**src/rtl/audio_irq_merge.sv**
```systemverilog
module audio_irq_merge #(
  parameter int NSTRM  = 8,
  parameter int NIN    = 4,
  parameter int NCODEC = 15,
  parameter int AW     = $clog2(NSTRM + 4)
) (
  input  logic                 clk,
  input  logic                 rst_n,
  input  logic [1:0]           ring_sts_i,
  input  logic [NCODEC-1:0]    codec_sts_i,
  input  logic [3*NSTRM-1:0]   strm_sts_i,
  input  logic                 cfg_we,
  input  logic [AW-1:0]        cfg_addr,
  input  logic [31:0]          cfg_wdata,
  output logic [31:0]          cfg_rdata,
  output logic [31:0]          sts_o,
  output logic                 irq_o
);

  localparam int          CTRL_BIT  = 30;
  localparam int          GLB_BIT   = 31;
  localparam logic [31:0] STRM_MASK = (32'h1 << NSTRM) - 32'h1;
  localparam logic [31:0] GCTL_MASK = STRM_MASK | 32'hC000_0000;
  localparam logic [AW-1:0] A_GCTL  = AW'(0);
  localparam logic [AW-1:0] A_STS   = AW'(1);
  localparam logic [AW-1:0] A_RING  = AW'(2);
  localparam logic [AW-1:0] A_WAKE  = AW'(3);
  localparam int          A_STRM0   = 4;

  logic [31:0]       gctl_q;
  logic [1:0]        ring_ctl_q;
  logic [NCODEC-1:0] wake_q;
  logic [2:0]        sctl_q [NSTRM];
  logic [NSTRM-1:0]  strm_hit;
  logic [NSTRM-1:0]  strm_dir;
  logic              ctrl_hit;
  logic [31:0]       sts_next;
  logic [31:0]       sts_q;

  always_ff @(posedge clk or negedge rst_n) begin
    if (!rst_n) begin
      gctl_q     <= '0;
      ring_ctl_q <= '0;
      wake_q     <= '0;
    end else if (cfg_we) begin
      if (cfg_addr == A_GCTL) gctl_q     <= cfg_wdata & GCTL_MASK;
      if (cfg_addr == A_RING) ring_ctl_q <= cfg_wdata[1:0];
      if (cfg_addr == A_WAKE) wake_q     <= cfg_wdata[NCODEC-1:0];
    end
  end

  for (genvar i = 0; i < NSTRM; i++) begin : g_strm
    localparam logic [AW-1:0] MY_ADDR = AW'(A_STRM0 + i);

    always_ff @(posedge clk or negedge rst_n) begin
      if (!rst_n)                             sctl_q[i] <= '0;
      else if (cfg_we && cfg_addr == MY_ADDR) sctl_q[i] <= cfg_wdata[2:0];
    end

    assign strm_hit[i] = |(strm_sts_i[3*i +: 3] & sctl_q[i]);
    assign strm_dir[i] = (i < NIN);

    a_r4_strm_bit: assert property (@(posedge clk) disable iff (!rst_n)
      $past(rst_n) |-> (sts_o[i] == $past(|(strm_sts_i[3*i +: 3] & sctl_q[i]))));
  end

  assign ctrl_hit = (|(ring_sts_i & ring_ctl_q)) | (|(codec_sts_i & wake_q));

  always_comb begin
    sts_next                = '0;
    sts_next[NSTRM-1:0]     = strm_hit;
    sts_next[CTRL_BIT]      = ctrl_hit;
    sts_next[GLB_BIT]       = ctrl_hit | (|strm_hit);
  end

  always_ff @(posedge clk or negedge rst_n) begin
    if (!rst_n) sts_q <= '0;
    else        sts_q <= sts_next;
  end

  assign sts_o = sts_q;
  assign irq_o = gctl_q[GLB_BIT] & (|(sts_q[CTRL_BIT:0] & gctl_q[CTRL_BIT:0]));

  always_comb begin
    cfg_rdata = '0;
    case (cfg_addr)
      A_GCTL:  cfg_rdata = gctl_q;
      A_STS:   cfg_rdata = sts_q;
      A_RING:  cfg_rdata[1:0] = ring_ctl_q;
      A_WAKE:  cfg_rdata[NCODEC-1:0] = wake_q;
      default: begin
        for (int i = 0; i < NSTRM; i++)
          if (cfg_addr == AW'(A_STRM0 + i))
            cfg_rdata[3:0] = {strm_dir[i], sctl_q[i]};
      end
    endcase
  end

  a_r1_reset_clear: assert property (@(posedge clk) disable iff (!rst_n)
    !$past(rst_n) |-> (sts_o == 32'h0 && !irq_o));

  a_r2_ring_ctrl: assert property (@(posedge clk) disable iff (!rst_n)
    ($past(rst_n) && $past(|(ring_sts_i & ring_ctl_q))) |-> sts_o[CTRL_BIT]);

  a_r3_codec_ctrl: assert property (@(posedge clk) disable iff (!rst_n)
    ($past(rst_n) && $past(|(codec_sts_i & wake_q))) |-> sts_o[CTRL_BIT]);

  a_r5_global_any: assert property (@(posedge clk) disable iff (!rst_n)
    ($past(rst_n) && $past(|(ring_sts_i & ring_ctl_q))) |-> sts_o[GLB_BIT]);

  a_r6_master_gate: assert property (@(posedge clk) disable iff (!rst_n)
    !gctl_q[GLB_BIT] |-> !irq_o);

endmodule

```
**config.mk**
```make
export PLATFORM = sky130hd
export DESIGN_NAME = audio_irq_merge
export DESIGN_NICKNAME = d
export VERILOG_FILES = /design/src/rtl/audio_irq_merge.sv
export SDC_FILE = /design/constraint.sdc
export NUM_CORES = 1
export LEC_CHECK = 0
export BUFFER_PORTS_ARGS = -buffer_cell sky130_fd_sc_hd__buf_2
export CAP_MARGIN = 30
export CORE_MARGIN = 2
export CORE_UTILIZATION = 43
export CTS_BUF_LIST = sky130_fd_sc_hd__clkbuf_16
export DETAILED_ROUTE_END_ITERATION = 8
export MAX_ROUTING_LAYER = met4
export PLACE_DENSITY_LB_ADDON = 0.08
export SLEW_MARGIN = 20
export SYNTH_ARGS = -nofsm -noshare
export SYNTH_HDL_FRONTEND = slang
export SYNTH_SLANG_ARGS = --single-unit
```
**constraint.sdc**
```tcl
create_clock -name clk -period 1.1 [get_ports clk]
set_input_delay 0.055 -clock clk [delete_from_list [all_inputs] [get_ports clk]]
set_output_delay 0.055 -clock clk [all_outputs]
set_load 0.01 [all_outputs]
```
==> flow_summary.toml <==
[synthesis]
yosysTopAreaCell = "dfrtp_1"
netlist_top_cells_count = "dfrtp_1 (61), buf_4 (41), mux2_2 (39)"
netlist_instances = 295
synth-main-ff-cell = "dfrtp_1"
ys_types = 38
yosysMostFrequentCell = "dfrtp_1"
yosys_warnings = 0
synth-seq-area-share = 0.4508
yosysTopAreaCellShare = 0.4508
yosys-top-cells-area = "dfrtp_1 (45%), mux2_2 (13%), buf_4 (9.1%)"
avgSynthCellArea_um2 = 11.48
async_flop_share = 1.000
syn_area_mm2 = 0.003386
synth-edff-count = 0
ys_ff_latch = 61

[routing]
final_antenna_net_count = 0
drtPass1Iterations = 5
wl_um = 9404
route.detailed.wl_per_inst_um = 16.50
drcViolationCount = 0
drt_iter0_drc = 164
vias = 2873
viasPerCell = 5.040

[floorplan]
die_y_um = 92.74
ios = 145
die-area_mm2 = 0.008600
die_w_um = 92.74
row_count = 32
coreArea_mm2 = 0.007687
start_util = 0.4404

[sta]
fin_ws_ns = -0.5839
finalHoldViolCount = 1
hold-worst-slack_ns = -0.01463
rsz0062_at_grt = "true"
finClkSkew_ns = 0.003595
slew_violations = 0
fmaxAchievable_mhz = 593.8
period_share = 1.531
period_needed_ns = 1.684
tns_ns = -4.502
setup_viol = 20

[clocking]
cts_tree = "built"
root_buffer = "clkbuf_16"
clock_latency_ns = 0.32
cts_buffers = 9
clk_pin_slew_ns = 0.05
clockBufferDepth = 2
h-tree-depth = 3
clock-sinks = 61

[place]
dp_cells = 531
place_ws_ns = -0.4997
place.gp.congestion = 0.8761
dpl.hpwl_um = 6951
dpl_cell_area_mm2 = 0.004220
portBuffers = 92

[worst_hold_path]
min_path_type = "in2reg"

[power_and_ir_drop]
leakage_nw = 2.428
ir_worst_vdd_v = 0.001179
power_density_mw_per_mm2 = 1730
power.total_mw = 8.417

[status]
status = "finished with violations"
violations = "negative hold slack, negative setup slack"

[setup_path]
cp.arrival_ns = 1.63
cp-start-kind = "flip-flop"
criticalPathCategory = "reg2out"
path_max_fanout = 2
required_ns = 1.04
worstSetupEndpointType = "output pin"

[flow_run]
maxCapViolations = 0

[global_routing]
grt_pass1_vias = 2818
grt_max_degree = 62
antenna_found_initial = 0
grt_pass1_wl_um = 14760
grt_usage = 0.2330
grt_overflow_total = 0

[finish]
area_delta_synth_final_pct = 43.68
drive_gt1_frac = 0.5299
layout.nets = 543
final_area_mm2 = 0.004865
diodes = 0
final_cells = 570
[final timing paths]
kind,start,endpoint,slack (ns),cells past startpoint
hold / removal,strm_sts_i[10],sts_o[3],-0.01,3
setup reg to reg,sctl_q[9],sts_o[31],-0.46,5
max in group asynchronous,rst_n,gctl_q[3],0.54,3
setup / recovery,sctl_q[5],cfg_rdata[2],-0.58,5
min in group asynchronous,rst_n,wake_q[0],0.27,3
hold reg to reg,gctl_q[6],gctl_q[6],0.53,1
[power by group]
group	total [mW]	leakage [nW]	internal [mW]	switching (mW)
combinational	2.52	1.55	1.51	1.01
sequential	3.15	0.739	2.76	0.382
clock	2.75	0.135	1.73	1.02
[critical path, cell delays in order (launching register included)]
cell	delay (ns)
dfrtp_1	0.40
buf_6	0.13
mux4_2	0.47
nand2_2	0.08
o31ai_2	0.07
buf_2	0.15
[per-stage QoR]
stage                     hold WS (ns)    util
after floorplan                -0.2406       -
after global placement         0.09264  0.5490
after detailed placement       0.09097  0.5490
after CTS                     -0.01966  0.6284
after global routing           0.01335  0.6328
final                         -0.01463  0.6328
[cells in the final DEF, fill, tap and decap left out, drive strengths merged, types with 3 or more instances in the layout]
cell / instances
a21oi: 6
a221oi: 5
a222oi: 10
a22oi: 5
and3: 10
buf: 159
clkbuf: 9
clkinv: 3
clkinvlp: 3
conb: 37
dfrtp: 61
dlygate4sd3: 15
inv: 11
mux2: 49
mux2i: 8
mux4: 4
nand2: 8
nand3: 5
nand3b: 4
nand4: 3
nor2: 23
nor3: 4
o21ai: 8
[cells by family after synthesis]
group / share of synthesized area
buf+inv: 0.1227
other cells: 0.001108
compound gates: 0.09756
flops: 0.4508
simple gates: 0.1035
mux: 0.2243
[final cells by class]
cell class                 instances  area (µm²)
inverter                          11       43.79
tap                              102       127.6
fill                             671        2823
sequential                        61        1526
timing repair buffer             174        1232
clock inverter                     7       66.31
multi-input combinational        206        1643
clock buffer                       9       225.2
[registers in the layout (all words and copies together), names as in the netlist]
signal	cells
sctl_q	24
ring_ctl_q	2
wake_q	15
gctl_q	10
sts_o	10
[repair_timing]
item                                    in CTS  in global routing
endpoints found under the hold margin       81                  0
pin swaps                                   13                 10
endpoints found under the setup margin      26                 28
hold buffers                                15                  0
setup buffers                                8                  4
resized for setup                           26                 13
[layer usage]
| metal | up-vias | share of wire | global-route usage |
|---|---|---|---|
| met5 | - | 0 | - |
| met4 | 0 | 0.021 | 0.08946 |
| met3 | 17 | 0.048 | 0.02766 |
| met2 | 115 | 0.48 | 0.3601 |
| met1 | 1403 | 0.45 | 0.3174 |
| li1 | 1338 | - | - |
No activity file was read; power rests on OpenSTA's default activity.
